<file path="src/rtl/spi_dbuf_pkg.sv">
// Shared definitions for the double-buffered serial master.
// Assumes a fixed frame length; everything else is parameterised per module.
package spi_dbuf_pkg;
    localparam int FRAME_BITS = 8;
    localparam int BIT_W      = $clog2(FRAME_BITS);

    typedef logic [FRAME_BITS-1:0] frame_t;

    // Interrupt timing selection.
    typedef enum logic {
        IRQ_ON_END   = 1'b0,
        IRQ_ON_EMPTY = 1'b1
    } irq_sel_e;
endpackage

</file>
<file path="src/rtl/spi_clk_div.sv">
// Half-period timer for the serial clock.
// Produces a one-cycle tick every H system cycles while run is high,
// where H = half_per, with 0 treated as 1. Idles at zero when not running.
module spi_clk_div #(
    parameter int DIV_W = 8
) (
    input  logic             clk,
    input  logic             rst_n,
    input  logic             run,
    input  logic [DIV_W-1:0] half_per,
    output logic             tick
);
    logic [DIV_W-1:0] cnt;
    logic [DIV_W-1:0] limit;

    // Effective half period, never below one cycle.
    always_comb begin
        limit = (half_per == '0) ? DIV_W'(1) : half_per;
        tick  = run && (cnt == limit - DIV_W'(1));
    end

    // Count system cycles inside the current half period.
    always_ff @(posedge clk) begin
        if (!rst_n)
            cnt <= '0;
        else if (!run || tick)
            cnt <= '0;
        else
            cnt <= cnt + DIV_W'(1);
    end
endmodule

</file>
<file path="src/rtl/spi_shift_engine.sv">
// Full-duplex shift engine with an idle-high clock, MSB first.
// A load pulls sclk low at once and presents the MSB. Each tick toggles sclk:
// a rising edge samples miso, a falling edge advances mosi. The frame ends
// at the tick that closes the last high phase. A load in that same cycle
// chains the next frame without an idle period. Abort returns to idle at once.
module spi_shift_engine
    import spi_dbuf_pkg::*;
(
    input  logic   clk,
    input  logic   rst_n,
    input  logic   load,
    input  frame_t load_data,
    input  logic   abort,
    input  logic   tick,
    input  logic   miso,
    output logic   active,
    output logic   sclk,
    output logic   mosi,
    output logic   frame_done,
    output frame_t rx_byte
);
    logic             sclk_q;
    logic [BIT_W-1:0] bit_cnt;
    frame_t           tx_sr;
    frame_t           rx_sr;

    // Decode the end of the final high phase and drive the pins.
    always_comb begin
        frame_done = active && tick && sclk_q && (bit_cnt == BIT_W'(FRAME_BITS - 1));
        sclk       = sclk_q;
        mosi       = tx_sr[FRAME_BITS-1];
        rx_byte    = rx_sr;
    end

    // Sequence the clock phases and the shift registers.
    always_ff @(posedge clk) begin
        if (!rst_n) begin
            active  <= 1'b0;
            sclk_q  <= 1'b1;
            bit_cnt <= '0;
            tx_sr   <= '0;
            rx_sr   <= '0;
        end else if (abort) begin
            active  <= 1'b0;
            sclk_q  <= 1'b1;
            bit_cnt <= '0;
        end else if (load) begin
            active  <= 1'b1;
            sclk_q  <= 1'b0;
            bit_cnt <= '0;
            tx_sr   <= load_data;
        end else if (frame_done) begin
            active  <= 1'b0;
            sclk_q  <= 1'b1;
        end else if (active && tick) begin
            if (!sclk_q) begin
                sclk_q <= 1'b1;
                rx_sr  <= {rx_sr[FRAME_BITS-2:0], miso};
            end else begin
                sclk_q  <= 1'b0;
                tx_sr   <= {tx_sr[FRAME_BITS-2:0], 1'b0};
                bit_cnt <= bit_cnt + BIT_W'(1);
            end
        end
    end
endmodule

</file>
<file path="src/rtl/spi_buf_ctrl.sv">
// Data register, pending-byte flag, channel enable and interrupt timing.
// Assumes the shift engine reports busy (its active flag) and a one-cycle
// frame_done. A write always wins the data register. A load takes the old
// value, and the received byte is stored only when no write collides with it.
module spi_buf_ctrl
    import spi_dbuf_pkg::*;
(
    input  logic     clk,
    input  logic     rst_n,
    input  logic     start,
    input  logic     stop,
    input  logic     wr_en,
    input  frame_t   wr_data,
    input  irq_sel_e irq_sel,
    input  logic     busy,
    input  logic     frame_done,
    input  frame_t   rx_byte,
    output logic     load,
    output frame_t   data_q,
    output logic     full_q,
    output logic     irq_q
);
    logic enabled;
    logic done_eff;

    // A frame end counts only if no stop arrives in the same cycle.
    always_comb begin
        done_eff = frame_done && !stop;
        load     = enabled && !stop && full_q && (!busy || done_eff);
    end

    // Channel enable: stop has priority over start.
    always_ff @(posedge clk) begin
        if (!rst_n)
            enabled <= 1'b0;
        else if (stop)
            enabled <= 1'b0;
        else if (start)
            enabled <= 1'b1;
    end

    // Data register and pending-byte flag.
    always_ff @(posedge clk) begin
        if (!rst_n) begin
            data_q <= '0;
            full_q <= 1'b0;
        end else if (wr_en) begin
            data_q <= wr_data;
            full_q <= 1'b1;
        end else begin
            if (load)
                full_q <= 1'b0;
            if (done_eff)
                data_q <= rx_byte;
        end
    end

    // Interrupt pulse, with the mode read at the time of the event.
    always_ff @(posedge clk) begin
        if (!rst_n)
            irq_q <= 1'b0;
        else
            irq_q <= (irq_sel == IRQ_ON_EMPTY) ? load : done_eff;
    end
endmodule

</file>
<file path="src/rtl/spi_dbuf_master.sv">
// Top of the double-buffered serial master.
// Wires the half-period timer, the shift engine and the buffer controller.
// Assumes single-cycle start, stop and wr_en strobes that are synchronous to clk.
module spi_dbuf_master
    import spi_dbuf_pkg::*;
#(
    parameter int DIV_W = 8
) (
    input  logic                  clk,
    input  logic                  rst_n,
    input  logic                  start,
    input  logic                  stop,
    input  logic                  int_mode,
    input  logic [DIV_W-1:0]      half_per,
    input  logic                  wr_en,
    input  logic [FRAME_BITS-1:0] wr_data,
    output logic [FRAME_BITS-1:0] rd_data,
    output logic                  buf_full,
    output logic                  busy,
    output logic                  irq,
    output logic                  sclk,
    output logic                  mosi,
    input  logic                  miso
);
    logic   tick;
    logic   load;
    logic   frame_done;
    frame_t rx_byte;
    frame_t data_q;

    spi_clk_div #(.DIV_W(DIV_W)) u_div (
        .clk      (clk),
        .rst_n    (rst_n),
        .run      (busy),
        .half_per (half_per),
        .tick     (tick)
    );

    spi_shift_engine u_eng (
        .clk        (clk),
        .rst_n      (rst_n),
        .load       (load),
        .load_data  (data_q),
        .abort      (stop),
        .tick       (tick),
        .miso       (miso),
        .active     (busy),
        .sclk       (sclk),
        .mosi       (mosi),
        .frame_done (frame_done),
        .rx_byte    (rx_byte)
    );

    spi_buf_ctrl u_ctrl (
        .clk        (clk),
        .rst_n      (rst_n),
        .start      (start),
        .stop       (stop),
        .wr_en      (wr_en),
        .wr_data    (wr_data),
        .irq_sel    (irq_sel_e'(int_mode)),
        .busy       (busy),
        .frame_done (frame_done),
        .rx_byte    (rx_byte),
        .load       (load),
        .data_q     (data_q),
        .full_q     (full_q_w),
        .irq_q      (irq)
    );

    logic full_q_w;

    // Expose the pending flag and the data register.
    always_comb begin
        buf_full = full_q_w;
        rd_data  = data_q;
    end
endmodule

</file>
<file path="config.mk">
export PLATFORM = sky130hd
export DESIGN_NAME = spi_dbuf_master
export DESIGN_NICKNAME = d
export VERILOG_FILES = /design/src/rtl/spi_dbuf_pkg.sv /design/src/rtl/spi_clk_div.sv /design/src/rtl/spi_shift_engine.sv /design/src/rtl/spi_buf_ctrl.sv /design/src/rtl/spi_dbuf_master.sv
export SDC_FILE = /design/constraint.sdc
export NUM_CORES = 1
export LEC_CHECK = 0
export BUFFER_PORTS_ARGS = -buffer_cell sky130_fd_sc_hd__buf_2
export CAP_MARGIN = 20
export CELL_PAD_IN_SITES_DETAIL_PLACEMENT = 0
export CELL_PAD_IN_SITES_GLOBAL_PLACEMENT = 1
export CORE_MARGIN = 10
export CORE_UTILIZATION = 39
export CTS_BUF_LIST = sky130_fd_sc_hd__clkbuf_4 sky130_fd_sc_hd__clkbuf_8
export CTS_CLUSTER_DIAMETER = 30
export DETAILED_ROUTE_END_ITERATION = 6
export PLACE_DENSITY_LB_ADDON = 0.1
export SYNTH_ARGS = -nofsm -noshare
export SYNTH_HDL_FRONTEND = slang
export SYNTH_HIERARCHICAL = 1
export SYNTH_SLANG_ARGS = --single-unit
export TNS_END_PERCENT = 20
</file>
<file path="constraint.sdc">
create_clock -name clk -period 8.15 [get_ports clk]
set_clock_uncertainty 0.05 [all_clocks]
set_input_delay 0.815 -clock clk [delete_from_list [all_inputs] [get_ports clk]]
set_output_delay 0.815 -clock clk [all_outputs]
set_load 0.05 [all_outputs]
</file>
* After elaboration in Yosys (flattened, before gate mapping)
Index checks and enable logic that the tools add are counted.
** Cells by class
- Add/subtract/negate cells :: 3
- Equality and inequality tests :: 3
- Muxes and demuxes :: 16
- Bitwise gates (word level) :: 5
- Reduce and logical (&&, ||, !) cells :: 25
** Operators with widths (count)
- 8-bit 2-to-1 mux :: 7
- 2-bit nonzero test :: 5
- 1-bit 2-to-1 mux :: 9
- 8-bit by 1-bit adder with 8-bit output, second input constant :: 1
- 8-bit == test :: 1
- 1-bit logical AND :: 8
- 8-bit logical NOT :: 1
- 8-bit by 1-bit subtractor with 8-bit output, second input constant :: 1
- 1-bit NOT :: 5
- 5-bit AND reduction :: 1
- 4-bit AND reduction :: 1
- 2-bit OR reduction :: 2
- 3-bit by 1-bit adder with 3-bit output, second input constant :: 1
- 3-bit == test, second input constant :: 1
- 3-bit AND reduction :: 1
- 3-bit nonzero test :: 1
- 3-bit OR reduction :: 1
- 1-bit logical NOT :: 2
- 1-bit logical OR :: 2
- 2-bit != test, second input constant :: 1
** Storage, ports and cells
- Register bits :: 40
- Bits of input ports :: 23
- Output and inout port bits :: 13
- Logic and storage cells :: 62

* Depth between registers and ports, before layout
Gate-level depths: netlist of the first run.
- Depth in word-level cells :: 13
- Mapped depth :: 18

* Hierarchy
The synthesis of the first run kept the hierarchy.
** By module, submodules not included
- spi_shift_engine :: times used 1, cells an instance 104, area each 964.7 sq um
- spi_clk_div :: times used 1, cells an instance 75, area each 615.6 sq um
- spi_buf_ctrl :: times used 1, cells an instance 50, area each 466.7 sq um

* Worst setup path after synthesis of the first run
OpenSTA, ideal clock, no wires.
- Path kind :: input to register
- Start point :: input port half_per[2]
- End point :: register u_eng.tx_sr[1]
- Library setup time :: 0.095 ns
- Data arrival time :: 3.896 ns
- Required time :: 8.005 ns
- Path slack :: 4.108 ns
- Stages :: 17
- Cell sequence :: nor4_1 a21oi_1 ha_1 nor3b_1 xnor2_1 nand2_1 nor3_1 and3_1 nand4_1 inv_1 inv_1 a21oi_1 and3_1 buf_2 clkinv_1 a21o_4 a221oi_1
** On the way
- Word-level cells in the longest chain between the ends :: 13
- Elaborated cells between the ends (all ways) :: 16
- Those cells by class :: add/sub: 1; eq/ne: 2; mux: 2; reduce/logical: 11
** Ends and longest elaborated chain
- start: declaration :: line spi_dbuf_master.sv:14 : input logic [DIV_W-1:0] half_per,
- 8-bit logical NOT :: line spi_clk_div.sv:18 : limit = (half_per == '0) ? DIV_W'(1) : half_per;
- 8-bit 2-to-1 mux (*) :: line spi_clk_div.sv:18
- 8-bit by 1-bit subtractor with 8-bit output (*) :: line spi_clk_div.sv:19 : tick = run && (cnt == limit - DIV_W'(1));
- 8-bit == test (*) :: line spi_clk_div.sv:19
- 1-bit logical AND (*) :: line spi_clk_div.sv:19
- net tick :: line spi_dbuf_master.sv:25 : logic tick;
- 1-bit logical AND (*) (3 in series) :: line spi_shift_engine.sv:29 : frame_done = active && tick && sclk_q && (bit_cnt == BIT_W'(FRAME_BITS - 1));
- net frame_done :: line spi_dbuf_master.sv:27 : logic frame_done;
- 1-bit logical AND (*) :: line spi_buf_ctrl.sv:28 : done_eff = frame_done && !stop;
- 1-bit logical OR (*) :: line spi_buf_ctrl.sv:29 : load = enabled && !stop && full_q && (!busy || done_eff);
- 1-bit logical AND (*) :: line spi_buf_ctrl.sv:29
- net load :: line spi_dbuf_master.sv:26 : logic load;
- 2-bit != test (no line) / 2-bit nonzero test (equally long branches)
- 4-bit AND reduction (no line)
- end signal: assignment :: line spi_shift_engine.sv:51 : tx_sr <= load_data;
- end signal: assignment :: line spi_shift_engine.sv:61 : tx_sr <= {tx_sr[FRAME_BITS-2:0], 1'b0};
- end: declaration :: line spi_shift_engine.sv:24 : frame_t tx_sr;
The timed path passes the listed nets; every way through them passes the cells marked *.
A chain may end at the register's enable or synchronous reset.

* Final worst setup path of the first run
- Start point :: input port half_per[2]
- End point :: register u_eng.tx_sr[3]
The elaborated chain is that of the path after synthesis.

==> impl_metrics.toml, run 1 <==
[yosys]
mapped_cell_area_um2 = 2050
synth_adder_area_share_pct = 2.44
yosys_warnings = 6
synth_edf_count = 0
yosys_most_used_dff = "sky130_fd_sc_hd__dfxtp_1"
syn-num-nets = 256
synth_area_in_compound_gates_pct = 21.9
syn_avg_cell_area_um2 = 8.94
synthTopCellsByArea = "sky130_fd_sc_hd__dfxtp_1, sky130_fd_sc_hd__a21oi_1, sky130_fd_sc_hd__mux2i_1"
synth.ff_latch_count = 40
synth-simple-area-share_pct = 19.6
synth_top_area_share_pct = 39.1
main_combinational_cell_family_by_area_after_synthesis = "compound AO/OA/AOI/OAI gates"
yosys.area.top_type = "sky130_fd_sc_hd__dfxtp_1"
yosysSeqAreaShare_pct = 39.1
yosys.area_share.xor_xnor_pct = 7.27
postSynth.asyncResetShare_pct = 0
synthTopCellsByCount = "sky130_fd_sc_hd__dfxtp_1, sky130_fd_sc_hd__a21oi_1, sky130_fd_sc_hd__o21ai_0"
post_synth_mux_area_share_pct = 4.89
synthesis.instances = 229
yosysMostFrequentCell = "sky130_fd_sc_hd__dfxtp_1"
synth_cell_type_count = 41

[global_route]
grt_pass1_vias = 1664
grt.overflow.total = 0
grt.total_usage_pct = 11.6
gr-max-usage-layer = "met2"
groute.layer.met1.usage_pct = 15.2
number_of_antenna_violations_at_the_first_check_in_global_routing = 0
groute.layer.met3.usage_pct = 3.39
grt_max_degree = 29
grt_pass1_wl_um = 8130
globalRouteMet2Util_pct = 17.9

[sta]
final.period_utilization_pct = 56.7
fin_crit_ns = 4.62
slew_headroom_pct = 50.6
report.final.setup_viol = 0
tightestPinTransition_ns = 0.741
hold_viol_final = 0
fmax_mhz = 216
setup_repair_after_global_routing_missed_its_margin = "false"
final-max-slew-violation-count = 0
setup-tns-final_ns = 0

[detailed_routing]
dr.pass1.iters = 4
detail_route.wirelength_um = 5000
drcViolationCount = 0
route.antenna.remaining_nets = 0
post_drt_wl_per_cell_um = 15.1
average_vias_per_placed_instance = 5.18
initialDrtViolationCount = 64
dr_total_vias = 1719

[power_and_ir_drop]
p_leak_nw = 0.940
p_comb_share_pct = 12.0
power.net_switching_mw = 0.102
sw_share_pct = 26.0
intPower_mw = 0.290
totalPowerFinal_mw = 0.391
power_per_unit_of_standard_cell_area_nw_per_um2 = 166
seq_power_share_pct = 51.9
power.share.clock_pct = 36.1
peakVddDrop_v = 0.0000842

[clock_tree]
clk_transition_reported_paths_ns = 0.07
post_cts.repair.setup_buffers = 0
ctsRootBufferMaster = "sky130_fd_sc_hd__clkbuf_8"
h-tree-depth = 2
cts_sinks = 40
tritoncts = "done"
clock_path_buffers = 2
ctsHoldBuffers = 0
clock_insertion_delay_worst_skew_ns = 0.29
number_of_buffers_created_by_cts = 5
post_cts_resize_count = 0

[finish]
fillCellCount = 556
sequential_cell_area_um2 = 801
final_net_count = 289
layout_overhead_on_the_synthesized_area_pct = 15.5
final_core_utilization_pct = 46.3
num_antenna_cells = 0
multiInputGateArea_um2 = 1150
layout_cell_share_with_drive_strength_beyond_1_pct = 19.1

[min_path]
number_of_instances_on_the_worst_hold_path = 2
min_delay_startpoint = "u_eng/tx_sr[1]"
hp-class = "flop to flop"
holdPathEnd = "u_eng/tx_sr[1]"

[floorplan]
die_height_um = 92.4
dieArea_um2 = 8550
core_area_um2 = 5110
boundaryPins = 36
die-width_um = 92.4
row_count = 26
floorplan.initialDensity_pct = 40.1

[critical_path]
r2r_end = "u_eng/tx_sr[3]"
worst-r2r-cell-count = 13
regToRegSetupSlack_ns = 4.64
worstSetupEndpointType = "flop"
wp_data_required_ns = 8.29
cp-start-kind = "input pin"
cp_data_arrival_time_ns = 4.76
critical_path.max_fanout = 22
rr_startpoint = "u_div/cnt[6]"
critPathKind = "input pin to flop"

[placed_design]
placer_congestion = 0.754
portBuffers = 35
dp_hpwl_um = 3730

[outcome]
outcome = "complete, no violations"

[job]
maxCapViolations = 0
power groups by stage:
stage	clock network [mW]	logic (mW)	registers [mW]
2_1_floorplan	0	0.0204	0.218
3_3_place_gp	0	0.0473	0.208
3_5_place_dp	0	0.0474	0.208
4_1_cts	0.146	0.0475	0.203
5_1_grt	0.152	0.0512	0.204
6_report	0.141	0.0469	0.203
state kept, by name (all words and copies together) (netlist names):
signal,count
u_ctrl/data_q,8
u_ctrl/enabled,1
u_ctrl/full_q,1
u_ctrl/irq_q,1
u_div/cnt,8
u_eng/active,1
u_eng/bit_cnt,3
u_eng/rx_byte,8
u_eng/sclk,1
u_eng/tx_sr,8
stage by stage:
step / std cells / area (um2) / setup slack (ns) / hold slack [ns]
after floorplan: 229 / 2050 / 4.11 / 0.391
after global placement: 325 / 2270 / 3.39 / 0.402
after detailed placement: 325 / 2270 / 3.23 / 0.406
after CTS: 332 / 2360 / 3.53 / 0.418
after global routing: 332 / 2360 / 2.94 / 0.439
final: 332 / 2360 / 3.53 / 0.414
cells by family after synthesis:
group	after synthesis
simple gates	64
mux	10
compound gates	71
xor+xnor	17
flops	40
buf+inv	23
fa+ha+maj	4
worst max-delay path, stage by stage:
cell                       delay (ns)
sky130_fd_sc_hd__buf_2           0.13
sky130_fd_sc_hd__nor4_1          0.53
sky130_fd_sc_hd__a21oi_1         0.20
sky130_fd_sc_hd__ha_1            0.27
sky130_fd_sc_hd__nor3b_1         0.16
sky130_fd_sc_hd__xnor2_1         0.13
sky130_fd_sc_hd__nand2_1         0.11
sky130_fd_sc_hd__nor3_1          0.18
sky130_fd_sc_hd__and3_1          0.30
sky130_fd_sc_hd__nand4_1         0.14
sky130_fd_sc_hd__inv_1           0.09
sky130_fd_sc_hd__inv_1           0.05
sky130_fd_sc_hd__a21oi_1         0.19
sky130_fd_sc_hd__and3_1          0.68
sky130_fd_sc_hd__clkinv_1        0.23
sky130_fd_sc_hd__a21o_4          0.29
sky130_fd_sc_hd__a221oi_1        0.29
worst max-delay path by stage:
stage,endpoint,startpoint,slack [ns]
floorplan,u_eng/tx_sr[1],half_per[2],4.11
CTS,u_eng/tx_sr[3],half_per[2],3.53
global route,u_eng/tx_sr[3],half_per[2],2.94
global placement,u_eng/tx_sr[5],half_per[2],3.39
detailed placement,u_eng/tx_sr[3],half_per[2],3.23
finish,u_eng/tx_sr[3],half_per[2],3.53
cell type report:
cell class	count	share of cell area (%)
Multi-Input combinational cell	166	48.5
Sequential cell	40	33.9
Tap cell	70	3.71
Timing Repair Buffer	36	7.73
Inverter	13	2.06
Clock buffer	7	4.08
metal layers:
| metal | up-vias | share of wire (%) | wire, um |
|---|---|---|---|
| met5 | - | 0 | 0 |
| met4 | 0 | 0.96 | 48 |
| met3 | 5 | 4.2 | 211 |
| met2 | 28 | 44 | 2210 |
| met1 | 792 | 51 | 2530 |
| li1 | 894 | - | - |
layout by cell type (no fill, tap or decap), types with 2 or more instances in the layout:
| master | synthesis | routed |
|---|---|---|
| sky130_fd_sc_hd__nor2b_1 | 7 | 7 |
| sky130_fd_sc_hd__nand2_1 | 13 | 13 |
| sky130_fd_sc_hd__a21oi_1 | 29 | 29 |
| sky130_fd_sc_hd__clkbuf_8 | 0 | 7 |
| sky130_fd_sc_hd__dfxtp_1 | 40 | 40 |
| sky130_fd_sc_hd__ha_1 | 4 | 4 |
| sky130_fd_sc_hd__xor2_1 | 10 | 10 |
| sky130_fd_sc_hd__buf_2 | 4 | 35 |
| sky130_fd_sc_hd__inv_1 | 12 | 12 |
| sky130_fd_sc_hd__a31oi_1 | 2 | 2 |
| sky130_fd_sc_hd__and3_1 | 3 | 3 |
| sky130_fd_sc_hd__nor4_1 | 2 | 2 |
| sky130_fd_sc_hd__nor2_1 | 6 | 6 |
| sky130_fd_sc_hd__nor3_1 | 7 | 7 |
| sky130_fd_sc_hd__nand3b_1 | 8 | 8 |
| sky130_fd_sc_hd__nor3b_1 | 2 | 2 |
| sky130_fd_sc_hd__mux2i_1 | 10 | 10 |
| sky130_fd_sc_hd__xnor2_1 | 7 | 7 |
| sky130_fd_sc_hd__nand2b_1 | 2 | 2 |
| sky130_fd_sc_hd__o21ai_0 | 19 | 19 |
| sky130_fd_sc_hd__nand3_1 | 4 | 4 |
| sky130_fd_sc_hd__a211oi_1 | 9 | 9 |
| sky130_fd_sc_hd__a221oi_1 | 7 | 7 |
No activity file was read; power rests on OpenSTA's default activity.
==> run 2, diff against run 1 <==
==> constraint.sdc (replaced) <==
create_clock -name clk -period 4.7 [get_ports clk]
set_clock_uncertainty 0.05 [all_clocks]
set_input_delay 0.47 -clock clk [delete_from_list [all_inputs] [get_ports clk]]
set_output_delay 0.47 -clock clk [all_outputs]
set_load 0.05 [all_outputs]
==> impl_metrics.toml, run 2 (synthesis gave the netlist of run 1 again) <==
[clock_tree]
tritoncts = "done"
ctsRootBufferMaster = "sky130_fd_sc_hd__clkbuf_8"
post_cts_resize_count = 0
clk_transition_reported_paths_ns = 0.08
cts_sinks = 40
ctsHoldBuffers = 0
clock_insertion_delay_worst_skew_ns = 0.28
h-tree-depth = 2
number_of_buffers_created_by_cts = 5
clock_path_buffers = 2
post_cts.repair.setup_buffers = 0

[sta]
final-max-slew-violation-count = 0
fin_crit_ns = 3.93
report.final.setup_viol = 0
final.period_utilization_pct = 83.6
worst_slack_ns = 0.771
slew_headroom_pct = 56.6
setup-tns-final_ns = 0
hold_viol_final = 0
setup_repair_after_global_routing_missed_its_margin = "false"
tightestPinTransition_ns = 0.651
fin_hold_ws_ns = 0.403
fmax_mhz = 255

[floorplan]
core_area_um2 = 5110
floorplan.initialDensity_pct = 40.1
row_count = 26
die-width_um = 92.4
die_height_um = 92.4
boundaryPins = 36
dieArea_um2 = 8550

[detailed_routing]
dr_total_vias = 1712
detail_route.wirelength_um = 4870
dr.pass1.iters = 4
route.antenna.remaining_nets = 0
post_drt_wl_per_cell_um = 14.6
average_vias_per_placed_instance = 5.14
initialDrtViolationCount = 78
drcViolationCount = 0

[critical_path]
worstSetupEndpointType = "flop"
critical_path.max_fanout = 8
critPathLaunch = "half_per[2]"
critPathKind = "input pin to flop"
regToRegSetupSlack_ns = 1.59
r2r_end = "u_eng/tx_sr[4]"
rr_startpoint = "u_div/cnt[6]"
cp_data_arrival_time_ns = 4.07
wp_data_required_ns = 4.84
cp-start-kind = "input pin"
worst-r2r-cell-count = 13

[job]
maxCapViolations = 0

[finish]
most-common-layout-cells = "sky130_fd_sc_hd__dfxtp_1, sky130_fd_sc_hd__buf_2, sky130_fd_sc_hd__a21oi_1"
sequential_cell_area_um2 = 801
multiInputGateArea_um2 = 1150
num_antenna_cells = 0
layout_cell_share_with_drive_strength_beyond_1_pct = 19.4
leading_cell_type_in_the_layout_fill_and_taps_excluded = "sky130_fd_sc_hd__dfxtp_1"
layout_overhead_on_the_synthesized_area_pct = 15.1
fillCellCount = 529
number_of_standard_cells_in_the_layout_taps_in_and_fillers_out = 333
stdcell_area_um2 = 2360
final_net_count = 290
final_core_utilization_pct = 46.1

[min_path]
hp-class = "input pin to flop"
holdPathEnd = "u_ctrl/data_q[2]"
min_delay_startpoint = "wr_data[2]"
number_of_instances_on_the_worst_hold_path = 3

[power_and_ir_drop]
seq_power_share_pct = 54.1
sw_share_pct = 26.4
p_leak_nw = 0.940
power.share.clock_pct = 33.4
peakVddDrop_v = 0.000164
totalPowerFinal_mw = 0.650
intPower_mw = 0.479
power_per_unit_of_standard_cell_area_nw_per_um2 = 276
p_comb_share_pct = 12.5
power.net_switching_mw = 0.172

[global_route]
number_of_antenna_violations_at_the_first_check_in_global_routing = 0
grt_pass1_wl_um = 8280
grt.overflow.total = 0
grt_pass1_vias = 1684
grt_max_degree = 29
grt.total_usage_pct = 11.6

[placed_design]
number_of_placed_cells_counting_well_taps = 326
placer_congestion = 0.820
pre_cts_ws_ns = 0.500
dp_hpwl_um = 3600
placement.cell_area_um2 = 2270
portBuffers = 35

[outcome]
outcome = "complete, no violations"
## run 2: how the worst max path moves through the flow
stage / end / slack, ns
final: u_eng/tx_sr[4] / 0.77
after global routing: u_eng/tx_sr[2] / 0.32
after CTS: u_eng/tx_sr[4] / 0.77
after detailed placement: u_eng/tx_sr[4] / 0.50
after global placement: u_eng/tx_sr[7] / 0.68
after floorplan: u_eng/tx_sr[1] / 1.00
## run 2: critical path, cell delays in order
cell and delay (ns):
sky130_fd_sc_hd__buf_2 0.13, sky130_fd_sc_hd__nor4_1 0.51, sky130_fd_sc_hd__a21oi_1 0.21, sky130_fd_sc_hd__ha_1 0.27
sky130_fd_sc_hd__nor3b_1 0.15, sky130_fd_sc_hd__xnor2_1 0.14, sky130_fd_sc_hd__nand2_1 0.12, sky130_fd_sc_hd__nor3_1 0.20
sky130_fd_sc_hd__and3_1 0.30, sky130_fd_sc_hd__nand4_1 0.15, sky130_fd_sc_hd__inv_1 0.10, sky130_fd_sc_hd__inv_1 0.05
sky130_fd_sc_hd__a21oi_1 0.19, sky130_fd_sc_hd__and3_1 0.37, sky130_fd_sc_hd__clkinv_1 0.15, sky130_fd_sc_hd__a21o_4 0.26
sky130_fd_sc_hd__a221oi_1 0.29
## run 2: layout make-up
| cell class | count | share of cell area (%) |
|---|---|---|
| inverter | 13 | 2.07 |
| timing repair buffer | 37 | 8.07 |
| multi-input combinational | 166 | 48.7 |
| tap | 70 | 3.72 |
| sequential | 40 | 34.0 |
| clock inverter | 1 | 0.212 |
| clock buffer | 6 | 3.24 |
## run 2: metal layers
metal | routed length, um | up-vias | track usage (%) | part of all wire (%)
met4 | 27 | 0 | 2.70 | 0.55
met2 | 2120 | 34 | 17.5 | 44
met5 | 0 | - | 0 | 0
li1 | - | 895 | - | -
met1 | 2500 | 781 | 16.0 | 51
met3 | 217 | 2 | 3.31 | 4.5
## run 2: power groups by stage
stage,registers [mW],clock network (mW),logic (mW)
after floorplan,0.377,0,0.0354
after global placement,0.360,0,0.0822
after detailed placement,0.360,0,0.0817
after CTS,0.352,0.226,0.0819
after global routing,0.353,0.241,0.0890
final,0.352,0.217,0.0810
==> run 3, diff against run 2 <==
==> constraint.sdc (replaced) <==
create_clock -name clk -period 3.7 [get_ports clk]
set_clock_uncertainty 0.05 [all_clocks]
set_input_delay 0.37 -clock clk [delete_from_list [all_inputs] [get_ports clk]]
set_output_delay 0.37 -clock clk [all_outputs]
set_load 0.05 [all_outputs]
==> impl_metrics.toml, run 3 (synthesis gave the netlist of run 1 again) <==
[detailed_routing]
route.antenna.remaining_nets = 0
detail_route.wirelength_um = 4960
dr_total_vias = 1717
post_drt_wl_per_cell_um = 14.7
dr.pass1.iters = 4
drcViolationCount = 0
initialDrtViolationCount = 67
average_vias_per_placed_instance = 5.09

[critical_path]
timing.critical_path.slowest_cell_delay_ns = 0.36
slowest_stage = "sky130_fd_sc_hd__nor4_1"
critPathKind = "input pin to flop"
critical_path.max_fanout = 14
worstSetupEndpointType = "flop"
timing.critical_path.buf_inv = 4
timing.critical_path.cells = "buf_2, nor4_1, a21oi_1, ha_1, nor3b_1, xnor2_1, nand2_1, nor3_1, and3_1, nand4_1, inv_1, inv_1, a21oi_1, and3_1, buf_4, nor2b_1, a211oi_1, a221oi_1"
cp_top_family = "simple AND/OR/NAND/NOR gates"
cp_data_arrival_time_ns = 3.42
wp_data_required_ns = 3.80
cp_num_cells = 18
worst-r2r-cell-count = 13
cp-start-kind = "input pin"

[min_path]
number_of_instances_on_the_worst_hold_path = 3
hp-class = "input pin to flop"

[job]
maxCapViolations = 0

[global_route]
number_of_antenna_violations_at_the_first_check_in_global_routing = 0
grt.total_usage_pct = 11.6
grt_pass1_vias = 1669
grt.overflow.total = 0
grt_max_degree = 29
grt_pass1_wl_um = 8260

[clock_tree]
clock_path_buffers = 2
post_cts_resize_count = 0
ctsRootBufferMaster = "sky130_fd_sc_hd__clkbuf_8"
tritoncts = "done"
h-tree-depth = 2
number_of_buffers_created_by_cts = 5
cts_sinks = 40
clk_transition_reported_paths_ns = 0.08
clock_insertion_delay_worst_skew_ns = 0.29
post_cts.repair.setup_buffers = 0
ctsHoldBuffers = 0

[power_and_ir_drop]
peakVddDrop_v = 0.000200
power_per_unit_of_standard_cell_area_nw_per_um2 = 348
p_leak_nw = 0.956

[sta]
fin_crit_ns = 3.32
slew_headroom_pct = 49.5
worst_slack_ns = 0.385
fmax_mhz = 302
report.final.setup_viol = 0
hold_viol_final = 0
tightestPinTransition_ns = 0.758
final-max-slew-violation-count = 0
setup-tns-final_ns = 0
setup_repair_after_global_routing_missed_its_margin = "false"
final.period_utilization_pct = 89.6

[placed_design]
placer_congestion = 0.796
pre_cts_ws_ns = 0.0801
portBuffers = 35
dp_hpwl_um = 3610

[floorplan]
boundaryPins = 36
floorplan.initialDensity_pct = 40.1
dieArea_um2 = 8550
die-width_um = 92.4
die_height_um = 92.4
row_count = 26
core_area_um2 = 5110

[outcome]
outcome = "complete, no violations"

[finish]
layout_overhead_on_the_synthesized_area_pct = 16.6
final_core_utilization_pct = 46.7
most-common-layout-cells = "sky130_fd_sc_hd__dfxtp_1, sky130_fd_sc_hd__buf_2, sky130_fd_sc_hd__a21oi_1"
num_antenna_cells = 0
final_net_count = 294
leading_cell_type_in_the_layout_fill_and_taps_excluded = "sky130_fd_sc_hd__dfxtp_1"
fillCellCount = 512
layout_cell_share_with_drive_strength_beyond_1_pct = 20.6
==> run 3: cell count changes in the layout (fill, tap and decap cells not counted), sizes merged <==
cell      delta
buf          +4
clkbuf       -1
clkinvlp     +1
==> run 3: metrics by stage <==
step | hold slack, ns | power [mW] | std cells | instance area [um2]
global placement | 0.404 | 0.563 | 330 | 2300
floorplan | 0.391 | 0.524 | 229 | 2050
detailed placement | 0.410 | 0.563 | 330 | 2300
finish | 0.292 | 0.831 | 337 | 2390
CTS | 0.286 | 0.845 | 337 | 2390
global route | 0.301 | 0.873 | 337 | 2390
==> run 3: worst register-to-register path: stages, from the launching register on <==
cell and delay [ns]:
sky130_fd_sc_hd__dfxtp_1 0.38, sky130_fd_sc_hd__xor2_1 0.22, sky130_fd_sc_hd__xnor2_1 0.09, sky130_fd_sc_hd__a31oi_1 0.31, sky130_fd_sc_hd__nor3_1 0.09, sky130_fd_sc_hd__and3_1 0.19
sky130_fd_sc_hd__nand4_1 0.11, sky130_fd_sc_hd__inv_1 0.06, sky130_fd_sc_hd__inv_1 0.06, sky130_fd_sc_hd__a21oi_1 0.07, sky130_fd_sc_hd__and3_1 0.26, sky130_fd_sc_hd__nand4bb_1 0.42
sky130_fd_sc_hd__o21ai_0 0.29, sky130_fd_sc_hd__a21oi_1 0.10
==> run 3: cell type report <==
| class | count | area, um2 | area share, % |
|---|---|---|---|
| Multi-Input combinational cell | 166 | 1150 | 48.1 |
| Inverter | 13 | 48.8 | 2.05 |
| Clock buffer | 5 | 68.8 | 2.88 |
| Timing Repair Buffer | 41 | 220 | 9.23 |
| Sequential cell | 40 | 801 | 33.6 |
| Tap cell | 70 | 87.6 | 3.67 |
| Clock inverter | 2 | 12.5 | 0.524 |
==> run 3: worst paths after layout <==
check	from	to	slack (ns)
hold reg to reg	u_eng/tx_sr[7]	u_eng/tx_sr[7]	0.42
setup / recovery	half_per[2]	u_eng/tx_sr[3]	0.38
setup reg to reg	u_div/cnt[6]	u_eng/rx_byte[0]	0.87
hold / removal	wr_data[0]	u_ctrl/data_q[0]	0.29
==> run 3: per-layer routing <==
metal  global-route usage, %  vias to the layer above  part of all wire [%]
li1                        -                      908                     -
met1                    16.0                      775                    51
met2                    17.1                       30                    43
met3                    4.04                        4                   5.2
met4                    2.31                        0                  0.69
met5                       0                        -                     0
==> run 3: power by group <==
| group | switching (mW) | total (mW) | internal [mW] | leakage [nW] |
|---|---|---|---|---|
| registers | 0.00881 | 0.447 | 0.439 | 0.325 |
| clock network | 0.151 | 0.279 | 0.128 | 0.0400 |
| logic | 0.0697 | 0.104 | 0.0347 | 0.591 |
